<file path="src/rtl/wdog_pkg.sv">
// Shared address decode for the two-stage watchdog.
// Assumes a 3-bit register address space; unused addresses read zero.
package wdog_pkg;
    localparam int ADDR_W = 3;

    typedef enum logic [ADDR_W-1:0] {
        A_CTRL  = 3'd0,
        A_RANGE = 3'd1,
        A_PULSE = 3'd2,
        A_KICK  = 3'd3,
        A_ISTAT = 3'd4,
        A_COUNT = 3'd5
    } reg_addr_e;
endpackage

</file>
<file path="src/rtl/wdog_regs.sv">
// Register file of the watchdog: sticky enable, mode, range and pulse width.
// Decodes the one-cycle restart, start and interrupt-clear strobes.
// Assumes one access per cycle; a read has no side effect.
module wdog_regs
    import wdog_pkg::*;
#(
    parameter int DATA_W  = 32,
    parameter int RANGE_W = 4,
    parameter int PW_W    = 3,
    parameter logic [DATA_W-1:0] KEY = 32'h0000_0076
) (
    input  logic               clk,
    input  logic               rst_n,
    input  logic               bus_valid,
    input  logic               bus_write,
    input  logic [ADDR_W-1:0]  bus_addr,
    input  logic [DATA_W-1:0]  bus_wdata,
    output logic               en_o,
    output logic               mode_o,
    output logic [RANGE_W-1:0] range_o,
    output logic [PW_W-1:0]    pw_o,
    output logic               start_o,
    output logic               kick_o,
    output logic               clr_o
);
    logic wr;
    logic hit_ctrl;
    logic hit_range;
    logic hit_pulse;

    // Decode write strobes for each register.
    always_comb begin
        wr        = bus_valid && bus_write;
        hit_ctrl  = wr && (bus_addr == A_CTRL);
        hit_range = wr && (bus_addr == A_RANGE);
        hit_pulse = wr && (bus_addr == A_PULSE);
        start_o   = hit_ctrl && bus_wdata[0] && !en_o;
        kick_o    = wr && (bus_addr == A_KICK) && (bus_wdata == KEY) && en_o;
        clr_o     = wr && (bus_addr == A_ISTAT) && bus_wdata[0];
    end

    // Hold configuration; enable can only be set.
    always_ff @(posedge clk) begin
        if (!rst_n) begin
            en_o    <= 1'b0;
            mode_o  <= 1'b0;
            range_o <= '0;
            pw_o    <= '0;
        end else begin
            if (hit_ctrl) begin
                en_o   <= en_o | bus_wdata[0];
                mode_o <= bus_wdata[1];
            end
            if (hit_range) range_o <= bus_wdata[RANGE_W-1:0];
            if (hit_pulse) pw_o    <= bus_wdata[PW_W-1:0];
        end
    end

    assert_enable_sticky_R8: assert property (@(posedge clk) disable iff (!rst_n)
        en_o |=> en_o);
endmodule

</file>
<file path="src/rtl/wdog_counter.sv">
// Down counter of the watchdog. Loads the preset for the selected range on
// start, restart and timeout, and flags a timeout when the enabled count is 0.
// Assumes BASE_EXP + 2^RANGE_W - 1 < CNT_W so every preset fits.
module wdog_counter #(
    parameter int CNT_W    = 32,
    parameter int RANGE_W  = 4,
    parameter int BASE_EXP = 16
) (
    input  logic               clk,
    input  logic               rst_n,
    input  logic               en_i,
    input  logic               start_i,
    input  logic               kick_i,
    input  logic [RANGE_W-1:0] range_i,
    output logic [CNT_W-1:0]   count_o,
    output logic               timeout_o
);
    logic [CNT_W-1:0] preset;

    // Preset for range n is 2^(BASE_EXP+n) - 1.
    function automatic logic [CNT_W-1:0] preset_of(input logic [RANGE_W-1:0] n);
        logic [63:0] full;
        full = (64'd1 << (BASE_EXP + int'(n))) - 64'd1;
        return full[CNT_W-1:0];
    endfunction

    // Timeout when the count is zero, unless a restart arrives in that cycle.
    always_comb begin
        preset    = preset_of(range_i);
        timeout_o = en_i && (count_o == '0) && !kick_i;
    end

    // Reload or count down.
    always_ff @(posedge clk) begin
        if (!rst_n) begin
            count_o <= '0;
        end else if (start_i || kick_i || timeout_o) begin
            count_o <= preset;
        end else if (en_i) begin
            count_o <= count_o - 1'b1;
        end
    end

    assert_idle_count_zero_R1: assert property (@(posedge clk) disable iff (!rst_n)
        !en_i |-> (count_o == '0));

    assert_kick_blocks_timeout_R7: assert property (@(posedge clk) disable iff (!rst_n)
        kick_i |=> (count_o != '0));
endmodule

</file>
<file path="src/rtl/wdog_resp.sv">
// Response stage: turns timeouts into an interrupt or a reset pulse,
// depending on the mode, and times the reset pulse width.
// Assumes timeout_i is a single-cycle strobe.
module wdog_resp #(
    parameter int PW_W = 3
) (
    input  logic            clk,
    input  logic            rst_n,
    input  logic            timeout_i,
    input  logic            mode_i,
    input  logic [PW_W-1:0] pw_i,
    input  logic            clr_i,
    output logic            irq_o,
    output logic            sys_rst_o
);
    localparam int PCNT_W = (1 << PW_W) + 1;

    logic              rst_trig;
    logic              irq_set;
    logic [PCNT_W-1:0] width;
    logic [PCNT_W-1:0] pulse_q;

    // Decide between the first stage and the reset stage.
    always_comb begin
        rst_trig  = timeout_i && (!mode_i || irq_o);
        irq_set   = timeout_i && mode_i && !irq_o;
        width     = {{(PCNT_W-1){1'b0}}, 1'b1} << (int'(pw_i) + 1);
        sys_rst_o = (pulse_q != '0);
    end

    // Pending interrupt: a set wins over a clear in the same cycle.
    always_ff @(posedge clk) begin
        if (!rst_n)       irq_o <= 1'b0;
        else if (irq_set) irq_o <= 1'b1;
        else if (clr_i)   irq_o <= 1'b0;
    end

    // Reset pulse counter, restarted by every reset trigger.
    always_ff @(posedge clk) begin
        if (!rst_n)                pulse_q <= '0;
        else if (rst_trig)         pulse_q <= width;
        else if (pulse_q != '0)    pulse_q <= pulse_q - 1'b1;
    end

    assert_stage2_needs_pending_R5: assert property (@(posedge clk) disable iff (!rst_n)
        ($rose(sys_rst_o) && $past(mode_i)) |-> $past(irq_o));

    assert_irq_only_in_mode1_R4: assert property (@(posedge clk) disable iff (!rst_n)
        $rose(irq_o) |-> $past(mode_i));
endmodule

</file>
<file path="src/rtl/wdog_two_stage.sv">
// Top of the two-stage watchdog: register file, down counter and response
// stage, plus the combinational read mux. Assumes DATA_W >= CNT_W.
module wdog_two_stage
    import wdog_pkg::*;
#(
    parameter int CNT_W    = 32,
    parameter int DATA_W   = 32,
    parameter int RANGE_W  = 4,
    parameter int PW_W     = 3,
    parameter int BASE_EXP = 16,
    parameter logic [DATA_W-1:0] KEY = 32'h0000_0076
) (
    input  logic              clk,
    input  logic              rst_n,
    input  logic              bus_valid,
    input  logic              bus_write,
    input  logic [ADDR_W-1:0] bus_addr,
    input  logic [DATA_W-1:0] bus_wdata,
    output logic [DATA_W-1:0] bus_rdata,
    output logic              irq_o,
    output logic              sys_rst_o
);
    logic               en;
    logic               mode;
    logic [RANGE_W-1:0] range_sel;
    logic [PW_W-1:0]    pw_sel;
    logic               start;
    logic               kick;
    logic               clr;
    logic [CNT_W-1:0]   count;
    logic               timeout;

    wdog_regs #(
        .DATA_W(DATA_W), .RANGE_W(RANGE_W), .PW_W(PW_W), .KEY(KEY)
    ) u_regs (
        .clk(clk), .rst_n(rst_n),
        .bus_valid(bus_valid), .bus_write(bus_write),
        .bus_addr(bus_addr), .bus_wdata(bus_wdata),
        .en_o(en), .mode_o(mode), .range_o(range_sel), .pw_o(pw_sel),
        .start_o(start), .kick_o(kick), .clr_o(clr)
    );

    wdog_counter #(
        .CNT_W(CNT_W), .RANGE_W(RANGE_W), .BASE_EXP(BASE_EXP)
    ) u_cnt (
        .clk(clk), .rst_n(rst_n),
        .en_i(en), .start_i(start), .kick_i(kick), .range_i(range_sel),
        .count_o(count), .timeout_o(timeout)
    );

    wdog_resp #(
        .PW_W(PW_W)
    ) u_resp (
        .clk(clk), .rst_n(rst_n),
        .timeout_i(timeout), .mode_i(mode), .pw_i(pw_sel), .clr_i(clr),
        .irq_o(irq_o), .sys_rst_o(sys_rst_o)
    );

    // Read mux selected by the address alone.
    always_comb begin
        case (bus_addr)
            A_CTRL:  bus_rdata = DATA_W'({mode, en});
            A_RANGE: bus_rdata = DATA_W'(range_sel);
            A_PULSE: bus_rdata = DATA_W'(pw_sel);
            A_ISTAT: bus_rdata = DATA_W'(irq_o);
            A_COUNT: bus_rdata = DATA_W'(count);
            default: bus_rdata = '0;
        endcase
    end

    assert_rst_follows_zero_R3: assert property (@(posedge clk) disable iff (!rst_n)
        $rose(sys_rst_o) |-> $past(en && (count == '0)));

    assert_irq_follows_zero_R4: assert property (@(posedge clk) disable iff (!rst_n)
        $rose(irq_o) |-> $past(en && (count == '0)));
endmodule

</file>
<file path="config.mk">
export PLATFORM = sky130hd
export DESIGN_NAME = wdog_two_stage
export DESIGN_NICKNAME = d
export VERILOG_FILES = /design/src/rtl/wdog_pkg.sv /design/src/rtl/wdog_regs.sv /design/src/rtl/wdog_counter.sv /design/src/rtl/wdog_resp.sv /design/src/rtl/wdog_two_stage.sv
export SDC_FILE = /design/constraint.sdc
export NUM_CORES = 1
export LEC_CHECK = 0
export ABC_AREA = 0
export BUFFER_PORTS_ARGS = -buffer_cell sky130_fd_sc_hd__buf_4
export CAP_MARGIN = 20
export CORE_MARGIN = 2
export CORE_UTILIZATION = 45
export CTS_CLUSTER_DIAMETER = 30
export CTS_CLUSTER_SIZE = 20
export DETAILED_ROUTE_END_ITERATION = 12
export PLACE_DENSITY_LB_ADDON = 0.2
export SKIP_CTS_REPAIR_TIMING = 1
export SLEW_MARGIN = 0
export SYNTH_ARGS = -nofsm -noshare
export SYNTH_HDL_FRONTEND = slang
export SYNTH_HIERARCHICAL = 1
export SYNTH_SLANG_ARGS = --single-unit
</file>
<file path="constraint.sdc">
create_clock -name clk -period 8.5 [get_ports clk]
set_input_delay 1.275 -clock clk [delete_from_list [all_inputs] [get_ports clk]]
set_output_delay 1.275 -clock clk [all_outputs]
set_load 0.02 [all_outputs]
</file>
# == Word level (Yosys, flattened, before mapping) ==
# Cells that the tools add are included.
# totals
ff_bits,51
elab_cells,57
# op_classes
addsub,5
n_eq_ne,6
shifts,2
mux,7
n_bitwise,1
n_reduce_logical,29
# ops
operator,n
$pmux 32 s5,1
$mux 32,2
$sub 32x1->32 const B,2
$eq 32x7->1 const B,1
$logic_not 32->1,1
$shl 1x32->32 const A,1
$shl 1x32->9 const A,1
$mux 9,2
$logic_and 1x1->1,16
$reduce_bool 9->1,1
$sub 9x1->9 const B,1
$add 5x4->6 const A,1
$eq 3x2->1 const B,2
$eq 3x3->1 const B,2
$reduce_bool 2->1,3
$add 3x1->4 const B,1
$logic_not 1->1,4
$eq 3x1->1 const B,1
$logic_not 3->1,1
$logic_or 1x1->1,3
$mux 1,2
$or 1x1->1,1

# == Logic depth before layout (Yosys ltp) ==
# Gate-level depths: netlist of the first run.
# logic_depth
depth_word,9
mapped_depth,16

# == Cells and area by module ==
# Netlist of the first run, hierarchy kept.
# by_module_without_submodules
module,n_inst,cells_per_inst,area_each_um2
wdog_counter,1,293,2130.8
wdog_resp,1,63,561.8
wdog_regs,1,61,498.0
wdog_two_stage,1,50,339.1

# == Worst setup path before layout of the first run ==
# OpenSTA, ideal clock, no wires.
# synth_path
path_type,in2reg
from,input bus_wdata[17]
to,register u_cnt.count_o[26]
arrival_ns,4.587
path_slack_ns,3.851
path_stages,16
n_path_buf,3
path_cell_list,nor4_1 nand3_1 nor3_2 nor2_1 clkbuf_1 buf_1 nand2_1 ha_1 buf_2 clkinv_1 or4_1 o32a_1 a21oi_1 nand3_1 or4_1 nand3_1
# synth_via
elab_chain_len,7
word_cells_on_any_way,9
# synth_rtl
element,line_no,source
start: declaration,wdog_two_stage.sv:18,"input logic [DATA_W-1:0] bus_wdata,"
$eq 32x7->1 (*),wdog_regs.sv:38,kick_o = wr && (bus_addr == A_KICK) && (bus_wdata == KEY) && en_o;
$logic_and 1x1->1 (*) (2 in series),wdog_regs.sv:38,
net kick,wdog_two_stage.sv:28,logic kick;
$logic_not 1->1,wdog_counter.sv:30,timeout_o = en_i && (count_o == '0) && !kick_i;
$logic_and 1x1->1,wdog_counter.sv:30,
$logic_or 1x1->1 (*),wdog_counter.sv:37,end else if (start_i || kick_i || timeout_o) begin
$mux 32 / $reduce_bool 2->1 (equally long branches),n/a,
end signal: assignment,wdog_counter.sv:38,count_o <= preset;
end signal: assignment,wdog_counter.sv:40,count_o <= count_o - 1'b1;
end: declaration,wdog_counter.sv:15,"output logic [CNT_W-1:0] count_o,"
# The timed path passes the listed nets; every way through them passes the cells marked *.
# A chain may end at the register's enable or synchronous reset.

# == Worst setup path after layout of the first run ==
# layout_path
from,input bus_addr[2]
to,register u_cnt.count_o[26]
# layout_via
elab_chain_len,8
word_cells_on_any_way,14
# layout_rtl
element,line_no,source
start: declaration,wdog_two_stage.sv:17,"input logic [ADDR_W-1:0] bus_addr,"
$eq 3x2->1 (*),wdog_regs.sv:38,
$logic_and 1x1->1 (*) (3 in series),wdog_regs.sv:38,
net kick,wdog_two_stage.sv:28,
$logic_not 1->1,wdog_counter.sv:30,
$logic_and 1x1->1,wdog_counter.sv:30,
$logic_or 1x1->1 (*),wdog_counter.sv:37,
$mux 32 / $reduce_bool 2->1 (equally long branches),n/a,
# Marks and branches as above.

==> results of run 1 <==
-- power by group --
group | switching, mW | internal (mW)
Clock | 0.0836 | 0.0887
Combinational | 0.134 | 0.125
Sequential | 0.0240 | 0.263
-- routing by layer --
metal  vias up  GRT usage [%]  routed length [um]
li1       1824              -                   -
met1      1689          30.57                4406
met2       115          38.63                4752
met3        16          3.173                 446
met4         0          5.348                 133
met5         -              0                   0
-- worst register-to-register path: stages (launching register included) --
cell                       delay [ps]
sky130_fd_sc_hd__dfxtp_1          730
sky130_fd_sc_hd__and4b_1          290
sky130_fd_sc_hd__nand4_1          110
sky130_fd_sc_hd__nor3_2           250
sky130_fd_sc_hd__nor2_1            80
sky130_fd_sc_hd__buf_4            220
sky130_fd_sc_hd__nand2_1          110
sky130_fd_sc_hd__ha_1             350
sky130_fd_sc_hd__clkinv_1         310
sky130_fd_sc_hd__or4_1            470
sky130_fd_sc_hd__o32a_1           350
sky130_fd_sc_hd__a21oi_1          230
sky130_fd_sc_hd__nand3_1          200
sky130_fd_sc_hd__or4_1            540
sky130_fd_sc_hd__nand3_1           90
-- cells by family after synthesis --
| logic type | Yosys count |
|---|---|
| and+or+nand+nor | 220 |
| AOI/OAI and AO/OA | 117 |
| muxes | 11 |
| DFF | 51 |
| xor gates and xnor gates | 25 |
| buffers and inverters | 41 |
| adders and majority gates | 2 |
-- area by class of cell --
| cell class | count | area, sq um |
|---|---|---|
| sequential | 51 | 1021 |
| timing repair buffer | 74 | 555.5 |
| clock inverter | 3 | 46.29 |
| fill | 744 | 3443 |
| multi-input combinational | 375 | 2328 |
| tap | 102 | 127.6 |
| clock buffer | 5 | 68.82 |
| inverter | 15 | 56.30 |
-- final timing paths --
kind	end	slack, ps	cells after the start
worst max-delay path	u_cnt/count_o[26]	3720	15
worst min-delay path	u_cnt/count_o[31]	470	1
worst max register to register	u_cnt/count_o[26]	4130	14
worst min register to register	u_cnt/count_o[31]	470	1
-- state kept, by name (all words and copies together), names as in the netlist --
name / cells
u_resp/pulse_q: 9
u_regs/en_o: 1
u_regs/pw_o: 3
u_regs/range_o: 4
u_resp/irq_o: 1
u_regs/mode_o: 1
u_cnt/count_o: 32
-- cells in the final DEF (no fill, tap or decap), types with 4 or more instances in the layout --
cell type                  netlist  routed
sky130_fd_sc_hd__a211oi_1        6       6
sky130_fd_sc_hd__a21oi_1        38      38
sky130_fd_sc_hd__a311oi_1        4       4
sky130_fd_sc_hd__a31oi_1        11      11
sky130_fd_sc_hd__and2_1         30      30
sky130_fd_sc_hd__buf_4           0      74
sky130_fd_sc_hd__clkbuf_8        0       5
sky130_fd_sc_hd__dfxtp_1        51      51
sky130_fd_sc_hd__inv_1          13      13
sky130_fd_sc_hd__mux2i_1         9       9
sky130_fd_sc_hd__nand2_1        38      38
sky130_fd_sc_hd__nand2b_1        5       5
sky130_fd_sc_hd__nand3_1        20      20
sky130_fd_sc_hd__nand4_1         6       6
sky130_fd_sc_hd__nor2_1         41      40
sky130_fd_sc_hd__nor3_1         12      12
sky130_fd_sc_hd__nor4_1         17      17
sky130_fd_sc_hd__o21ai_0        28      28
sky130_fd_sc_hd__o31ai_1         4       4
sky130_fd_sc_hd__or3_1           5       5
sky130_fd_sc_hd__or4_1           8       8
sky130_fd_sc_hd__xnor2_1        19      19
sky130_fd_sc_hd__xor2_1          6       6
-- per-stage QoR --
stage          setup slack, ps  total power [mW]
6_report                  3723            0.7187
5_1_grt                   3440            0.7669
4_1_cts                   3783            0.7229
3_5_place_dp              3485            0.5470
3_3_place_gp              3630            0.5418
2_1_floorplan             3851            0.4903
==> run_results.csv, run 1 <==
group,metric,value,unit
status,outcome,"finished, final reports clean",
global_route,grt_util_all_layers,22.76,%
die,io_pins,73,
global_route,wire_length_of_the_first_global_routing_pass,16060,um
finish,layout.core_utilization,54.97,%
sta,hold_ws,474.0,ps
critical_path,cp_slowest_cell,"sky130_fd_sc_hd__or4_1",
logic_synthesis,yosys_register_bits,51,
detailed_routing,post_drt_via_cell_ratio,5.830,
power_and_ir_drop,power.static_leakage,1.676,nW
place,detailedPlacementHpwl,6940,um
die,num_rows,32,
critical_path,crit_start,"bus_addr[2]",
finish,nNetsFinal,563,
critical_path,timing_worst_setup_path_type,"in2reg",
detailed_routing,routed_wl,9740,um
detailed_routing,route.vias.total,3644,
clock_network,cts.clk_slew.worst_paths,90,ps
job,drv_cap,0,
global_route,grt_start_max_net_pins,33,
sta,slew_violations,0,
logic_synthesis,synth_xor_area_share,6.203,%
finish,postLayoutCellArea,4204,sq um
logic_synthesis,synthSimpleGateAreaFrac,35.27,%
critical_path,path_max_fanout,22,
place,dp.cells,617,
critical_path,cp-end-kind,"flip-flop",
critical_path,cp_arrival,5030,ps
logic_synthesis,synth.lib_cells_used.distinct,71,
logic_synthesis,synthFlopType,"sky130_fd_sc_hd__dfxtp_1",
logic_synthesis,gate_count_of_the_mapped_netlist,467,
clock_network,tritoncts,"done",
logic_synthesis,syn-mean-instance-area,7.558,sq um
sta,hold_violations,0,
die,width_of_the_die,92.57,um
critical_path,cpPeakStageDelay,540,ps
logic_synthesis,top_cells_by_instance_count_after_synthesis,"51 x sky130_fd_sc_hd__dfxtp_1, 41 x sky130_fd_sc_hd__nor2_1, 38 x sky130_fd_sc_hd__a21oi_1, 38 x sky130_fd_sc_hd__nand2_1, 30 x sky130_fd_sc_hd__and2_1",
sta,timing.clock.skew,11.53,ps
finish,fin_cells,625,
hold_path,holdCritPathClass,"reg2reg",
logic_synthesis,synth_compound_area_share,20.42,%
power_and_ir_drop,power_density,170.9,nW/um^2
detailed_routing,postRouteAntennaNets,0,
logic_synthesis,synth_top_area_share,28.93,%
logic_synthesis,yosysSeqAreaShare,28.93,%
critical_path,critical_path_required,8750,ps
sta,max-slew-margin-rel,45.54,%
place,dpl_cell_area,4089,sq um
logic_synthesis,yosysWarnings,6,
logic_synthesis,synth_edf_count,0,
sta,timing.setup.tns,0,ps
finish,post_route_cells_drive_above_1_share,18.93,%
global_route,vias_in_the_first_global_route,3362,
logic_synthesis,synth.most_common_cell,"sky130_fd_sc_hd__dfxtp_1",
logic_synthesis,synth_fa_ha_area_share,0.7090,%
die,floorplan.core_area,7647,sq um
logic_synthesis,synth_top_cell_by_area,"sky130_fd_sc_hd__dfxtp_1",
logic_synthesis,synth-async-reset-ratio,0,%
hold_path,min_from,"u_cnt/count_o[31]",
die,dieArea,8568,sq um
global_route,antenna_found_initial,0,
critical_path,cp_cell_sequence,"buf_4 > and4b_1 > nand4b_1 > nor3_2 > nor2_1 > buf_4 > nand2_1 > ha_1 > clkinv_1 > or4_1 > o32a_1 > a21oi_1 > nand3_1 > or4_1 > nand3_1",
critical_path,path_buf_inv,3,
logic_synthesis,largest_cells_by_area_after_synthesis,"sky130_fd_sc_hd__dfxtp_1 29%, sky130_fd_sc_hd__a21oi_1 5.4%, sky130_fd_sc_hd__and2_1 5.3%",
detailed_routing,dr.pass1.iters,5,
global_route,gr-total-overflow,0,
clock_network,clock_latency,310,ps
logic_synthesis,syn_nets,508,
sta,achievable-frequency,209.3,MHz
finish,antenna-diode-count,0,
critical_path,crit_family,"simple AND/OR/NAND/NOR gates",
logic_synthesis,yosys-mux-area-fraction,3.297,%
detailed_routing,drtIter0Drc,314,
detailed_routing,post-route-drc-count,0,
place,gpl_congestion,0.9359,
detailed_routing,wl_per_cell,15.58,um
clock_network,cts_sinks,51,
critical_path,regToRegStartpoint,"u_regs/en_o",
die,initial_utilization,46.16,%
sta,grt_setup_unrepaired,"false",
sta,crit_path_time_final,4777,ps
sta,final_clock_period_utilization_by_the_worst_path,56.20,%
finish,flow.area_growth_from_synthesis,19.11,%
die,floorplan.die.height,92.57,um
sta,timing_worst_slew_pin_value,816.9,ps
power_and_ir_drop,ir_drop,0.07878,mV
place,numPortBuffers,72,
clock_network,htree_num_levels,2,
clock_network,ctsLongestPathBuffers,2,
clock_network,tritoncts.num_buffers,5,
sta,finalSetupViolCount,0,
clock_network,cts.root.buffer_cell,"sky130_fd_sc_hd__clkbuf_8",
logic_synthesis,synth_top_family_by_area,"simple AND/OR/NAND/NOR gates",
logic_synthesis,post_synth_instance_area,3530,sq um
critical_path,worstSetupStartpointType,"input port",
No activity file was read; power rests on OpenSTA's default activity.
==> run 2: changes to the inputs <==
==> constraint.sdc (replaced) <==
create_clock -name clk -period 4.1 [get_ports clk]
set_input_delay 0.615 -clock clk [delete_from_list [all_inputs] [get_ports clk]]
set_output_delay 0.615 -clock clk [all_outputs]
set_load 0.02 [all_outputs]
==> run 2 against run 1 <==
Against the previous run: power up 100%; first-iteration DRC count down 32%; highest routed layer unchanged; sequential share of layout area down 0.058 points; critical path type unchanged; clock power up 79%; routed wire length up 0.13%; critical endpoint unchanged; combinational power up 110%.
==> run_results.csv, run 2 (same netlist as run 1, synthesis figures left out) <==
group,metric,value,unit
status,outcome,"finished, final reports clean",
critical_path,path_max_fanout,6,
finish,postLayoutCellArea,4214,sq um
die,width_of_the_die,92.57,um
detailed_routing,routed_wl,9753,um
sta,final_clock_period_utilization_by_the_worst_path,89.83,%
global_route,grt_util_all_layers,22.58,%
detailed_routing,postRouteAntennaNets,0,
finish,number_of_flip_flops_in_the_largest_register,32,
sta,timing.clock.skew,11.90,ps
sta,grt_setup_unrepaired,"false",
hold_path,worst_hold_path.endpoint,"u_cnt/count_o[31]",
critical_path,timing_worst_setup_path_type,"in2reg",
global_route,wire_length_of_the_first_global_routing_pass,15880,um
die,num_rows,32,
detailed_routing,post_drt_via_cell_ratio,5.900,
detailed_routing,post-route-drc-count,0,
clock_network,cts_sinks,51,
sta,crit_path_time_final,3683,ps
sta,hold_violations,0,
place,numPortBuffers,72,
die,dieArea,8568,sq um
clock_network,tritoncts.num_buffers,5,
finish,nNetsFinal,567,
detailed_routing,wl_per_cell,15.51,um
global_route,groute.layer.met3.usage,3.499,%
critical_path,worstReg2RegEnd,"u_cnt/count_o[26]",
finish,antenna-diode-count,0,
hold_path,holdCritPathClass,"reg2reg",
global_route,gr-total-overflow,0,
place,gpl_congestion,0.9005,
detailed_routing,drtIter0Drc,215,
global_route,met1_track_utilization_from_global_routing,30.20,%
critical_path,worstSetupStartpointType,"input port",
clock_network,clock_latency,320,ps
detailed_routing,route.vias.total,3711,
finish,final_common_cell,"sky130_fd_sc_hd__buf_4",
power_and_ir_drop,power,1.437,mW
power_and_ir_drop,power_density,340.9,nW/um^2
critical_path,critical_path_required,4350,ps
hold_path,worst_hold_path.num_cells,1,
sta,slew_violations,0,
critical_path,timing.reg2reg.setup_slack,710,ps
sta,timing_worst_slew_pin_value,899.4,ps
global_route,antenna_found_initial,0,
clock_network,cts.root.buffer_cell,"sky130_fd_sc_hd__clkbuf_8",
finish,post_route_cells_drive_above_1_share,19.54,%
finish,filler_cell_count,750,
place,place_worst_setup_slack,197.1,ps
global_route,use_met2,37.47,%
detailed_routing,dr.pass1.iters,5,
sta,achievable-frequency,271.5,MHz
critical_path,cp-end-kind,"flip-flop",
sta,timing.setup.tns,0,ps
place,detailedPlacementHpwl,7016,um
finish,registers.top_by_ff_count,"u_cnt/count_o",
place,dpl_cell_area,4119,sq um
sta,finalWorstSetupSlack,417.0,ps
clock_network,ctsLongestPathBuffers,2,
die,floorplan.core_area,7647,sq um
finish,flow.area_growth_from_synthesis,19.39,%
global_route,global_route.peak_usage_layer,"met2",
power_and_ir_drop,power.static_leakage,1.690,nW
global_route,vias_in_the_first_global_route,3397,
critical_path,regToRegStartpoint,"u_regs/en_o",
critical_path,worst-r2r-cell-count,13,
power_and_ir_drop,ir_drop,0.1389,mV
hold_path,min_from,"u_cnt/count_o[31]",
finish,combined_flip_flop_and_latch_cell_area,1021,sq um
finish,multi_input_area,2328,sq um
clock_network,htree_num_levels,2,
sta,finalSetupViolCount,0,
die,floorplan.die.height,92.57,um
finish,reg_top3,"u_cnt/count_o (32), u_resp/pulse_q (9), u_regs/range_o (4)",
finish,most_frequent_cells_in_the_layout,"78 x sky130_fd_sc_hd__buf_4, 51 x sky130_fd_sc_hd__dfxtp_1, 40 x sky130_fd_sc_hd__nor2_1",
clock_network,tritoncts,"done",
die,initial_utilization,46.16,%
clock_network,cts.clk_slew.worst_paths,90,ps
critical_path,cp_arrival,3940,ps
die,io_pins,73,
sta,max-slew-margin-rel,39.98,%
global_route,grt_start_max_net_pins,31,
job,drv_cap,0,
-- run 2: final cells by class --
cell class              count  share of cell area (%)
inverters                  15                   1.336
clock buffers               5                   1.633
well taps                 102                   3.028
clock inverters             3                  0.6235
flip-flops and latches     51                   24.23
repair buffers             78                   13.90
multi-input cells         375                   55.26
-- run 2: power by group --
part	total, mW	internal [mW]	switching [mW]
clock network	0.308	0.126	0.182
registers	0.595	0.545	0.0503
logic	0.534	0.261	0.273
total	1.44	0.932	0.505
-- run 2: per-layer routing --
metal	wire length, um	up-vias
met1	4445	1737
met4	153	0
li1	-	1833
met2	4619	125
met5	0	-
met3	535	16
-- run 2: stage by stage --
| step | hold WS (ps) | instances | utilization, % |
|---|---|---|---|
| floorplan | 432.7 | 467 | - |
| global placement | 468.7 | 621 | 53.86 |
| detailed placement | 466.2 | 621 | 53.86 |
| CTS | 486.9 | 629 | 55.10 |
| global route | 500.5 | 629 | 55.10 |
| finish | 483.2 | 629 | 55.10 |
-- run 2: worst max path at each step --
stage                        startpoint                 to  slack (ps)  cells after the start
after floorplan           bus_wdata[17]  u_cnt/count_o[26]         110                     16
after global placement    bus_wdata[16]  u_cnt/count_o[26]         340                     14
after detailed placement  bus_wdata[24]  u_cnt/count_o[26]         200                     14
after CTS                 bus_wdata[24]  u_cnt/count_o[26]         510                     14
after global routing      bus_wdata[17]  u_cnt/count_o[26]         110                     14
final                     bus_wdata[17]  u_cnt/count_o[26]         420                     14
-- run 2: critical path: stages --
cell and delay, ps:
sky130_fd_sc_hd__buf_4 110, sky130_fd_sc_hd__nor4_1 340, sky130_fd_sc_hd__nand3_1 160, sky130_fd_sc_hd__nor3_2 280, sky130_fd_sc_hd__nor2_1 130, sky130_fd_sc_hd__nand2_1 90, sky130_fd_sc_hd__ha_1 270, sky130_fd_sc_hd__clkinv_1 130
sky130_fd_sc_hd__or4_1 410, sky130_fd_sc_hd__o32a_1 340, sky130_fd_sc_hd__a21oi_1 240, sky130_fd_sc_hd__nand3_1 200, sky130_fd_sc_hd__or4_1 540, sky130_fd_sc_hd__nand3_1 100
==> run 3: changes to the inputs <==
--- a/config.mk
+++ b/config.mk
@@ -8,8 +8,10 @@
 export ABC_AREA = 0
 export BUFFER_PORTS_ARGS = -buffer_cell sky130_fd_sc_hd__buf_4
 export CAP_MARGIN = 20
+export CELL_PAD_IN_SITES_DETAIL_PLACEMENT = 2
+export CELL_PAD_IN_SITES_GLOBAL_PLACEMENT = 2
 export CORE_MARGIN = 2
-export CORE_UTILIZATION = 45
+export CORE_UTILIZATION = 28
 export CTS_CLUSTER_DIAMETER = 30
 export CTS_CLUSTER_SIZE = 20
 export DETAILED_ROUTE_END_ITERATION = 12
==> run 3 against run 2 <==
Against the previous run: maximum frequency shrank 2.5%; non-clock buffer count grew 6; largest cell class unchanged; largest power group unchanged; via count grew 2.1%; count of clock-buffer cells in the layout is the same.
==> run_results.csv, run 3 (same netlist as run 1, synthesis figures left out) <==
group,metric,value,unit
die,width_of_the_die,116.3,um
detailed_routing,met2_wirelength,6859,um
detailed_routing,postRouteAntennaNets,0,
finish,final_common_cell,"sky130_fd_sc_hd__buf_4",
clock_network,clock_latency,310,ps
power_and_ir_drop,power_density,366.9,nW/um^2
sta,grt_setup_unrepaired,"false",
detailed_routing,wl_per_cell,19.20,um
sta,slew_violations,0,
die,num_rows,41,
detailed_routing,post_drt_via_cell_ratio,5.373,
sta,hold_ws,491.3,ps
sta,timing.setup.tns,0,ps
critical_path,regToRegStartpoint,"u_regs/en_o",
global_route,vias_in_the_first_global_route,4027,
finish,registers.top_by_ff_count,"u_cnt/count_o",
clock_network,tritoncts,"done",
sta,final_clock_period_utilization_by_the_worst_path,92.10,%
finish,nNetsFinal,573,
critical_path,crit_family,"simple AND/OR/NAND/NOR gates",
global_route,gr-total-overflow,0,
finish,post_route_cells_drive_above_1_share,20.45,%
critical_path,path_max_fanout,6,
detailed_routing,drtIter0Drc,154,
critical_path,cp_slowest_cell,"sky130_fd_sc_hd__or4_1",
die,io_pins,73,
sta,hold_violations,0,
place,numPortBuffers,72,
die,floorplan.die.height,116.3,um
critical_path,path_buf_inv,1,
power_and_ir_drop,power.static_leakage,1.735,nW
critical_path,crit_start,"bus_wdata[24]",
hold_path,holdCritPathClass,"reg2reg",
global_route,antenna_found_initial,0,
critical_path,worst-r2r-cell-count,13,
critical_path,crit_path_frequent_cell,"sky130_fd_sc_hd__nand3_1",
detailed_routing,post-route-drc-count,0,
detailed_routing,highest_layer,"met4",
critical_path,stages_on_worst_setup_path,14,
critical_path,worstSetupStartpointType,"input port",
detailed_routing,route.vias.total,3788,
critical_path,cp_cell_sequence,"buf_4 > nor4_1 > nand3_1 > nor3_2 > nor2_1 > nand2_1 > ha_1 > nor3b_1 > nand4_1 > o32a_1 > a21oi_1 > nand3_1 > or4_1 > nand3_1",
clock_network,cts_sinks,51,
critical_path,cp-end-kind,"flip-flop",
clock_network,cts.clk_slew.worst_paths,80,ps
critical_path,critical_path_required,4350,ps
die,dieArea,13520,sq um
clock_network,cts.root.buffer_cell,"sky130_fd_sc_hd__clkbuf_16",
finish,filler_cell_count,1482,
hold_path,worst_hold_path.num_cells,1,
global_route,wire_length_of_the_first_global_routing_pass,21650,um
detailed_routing,routed_wl,13530,um
critical_path,cpPeakStageDelay,550,ps
global_route,grt_util_all_layers,20.80,%
critical_path,cp_arrival,4030,ps
critical_path,timing_worst_setup_path_type,"in2reg",
finish,antenna-diode-count,0,
status,outcome,"finished, final reports clean",
clock_network,htree_num_levels,2,
sta,timing_worst_slew_pin_value,923.0,ps
finish,reg_top3,"u_cnt/count_o (32), u_resp/pulse_q (9), u_regs/range_o (4)",
clock_network,ctsLongestPathBuffers,2,
sta,achievable-frequency,264.8,MHz
sta,crit_path_time_final,3776,ps
detailed_routing,met3_wirelength,325,um
detailed_routing,routedLengthMet1,6187,um
clock_network,tritoncts.num_buffers,5,
detailed_routing,dr.pass1.iters,4,
finish,flow.area_growth_from_synthesis,24.67,%
die,floorplan.core_area,12470,sq um
place,gpl_congestion,0.8128,
place,detailedPlacementHpwl,9909,um
sta,finalSetupViolCount,0,
die,initial_utilization,28.31,%
finish,number_of_flip_flops_in_the_largest_register,32,
sta,timing.clock.skew,4.899,ps
global_route,grt_start_max_net_pins,31,
sta,max-slew-margin-rel,38.40,%
power_and_ir_drop,ir_drop,0.1607,mV
job,drv_cap,0,
hold_path,min_from,"u_cnt/count_o[31]",
finish,most_frequent_cells_in_the_layout,"84 x sky130_fd_sc_hd__buf_4, 51 x sky130_fd_sc_hd__dfxtp_1, 40 x sky130_fd_sc_hd__nor2_1",
run 3: cell type report:
cell class              count  area [sq um]  area share (%)
clock inverters             3         23.77          0.5402
well taps                 172         215.2           4.891
inverters                  15         56.30           1.279
repair buffers             84         630.6           14.33
multi-input cells         375          2328           52.91
clock buffers               5         125.1           2.843
flip-flops and latches     51          1021           23.20
run 3: worst paths after layout:
kind	to	slack, ps
worst max-delay path	u_cnt/count_o[26]	320
worst min register to register	u_cnt/count_o[31]	490
worst min-delay path	u_cnt/count_o[31]	490
worst max register to register	u_cnt/count_o[26]	640
run 3: per-layer routing:
layer,GRT usage [%],vias to the layer above
met4,4.683,0
met2,37.79,44
met5,0,-
met3,3.529,14
li1,-,1840
met1,25.67,1890
run 3: where the power goes:
| part | leakage (nW) | total, mW | switching (mW) | internal [mW] |
|---|---|---|---|---|
| Combinational | 1.26 | 0.568 | 0.299 | 0.269 |
| Clock | 0.0664 | 0.447 | 0.218 | 0.229 |
| Sequential | 0.414 | 0.600 | 0.0548 | 0.545 |
run 3: per-stage QoR:
step | util (%) | setup slack, ps | area, sq um | total power [mW] | cells
after detailed placement | 34.11 | 62.25 | 4252 | 1.176 | 697
after global routing | 35.30 | 98.63 | 4400 | 1.714 | 705
after CTS | 35.30 | 356.9 | 4400 | 1.631 | 705
after global placement | 34.11 | 160.4 | 4252 | 1.152 | 697
final | 35.30 | 323.8 | 4400 | 1.614 | 705
after floorplan | - | 110.6 | 3530 | 1.016 | 467
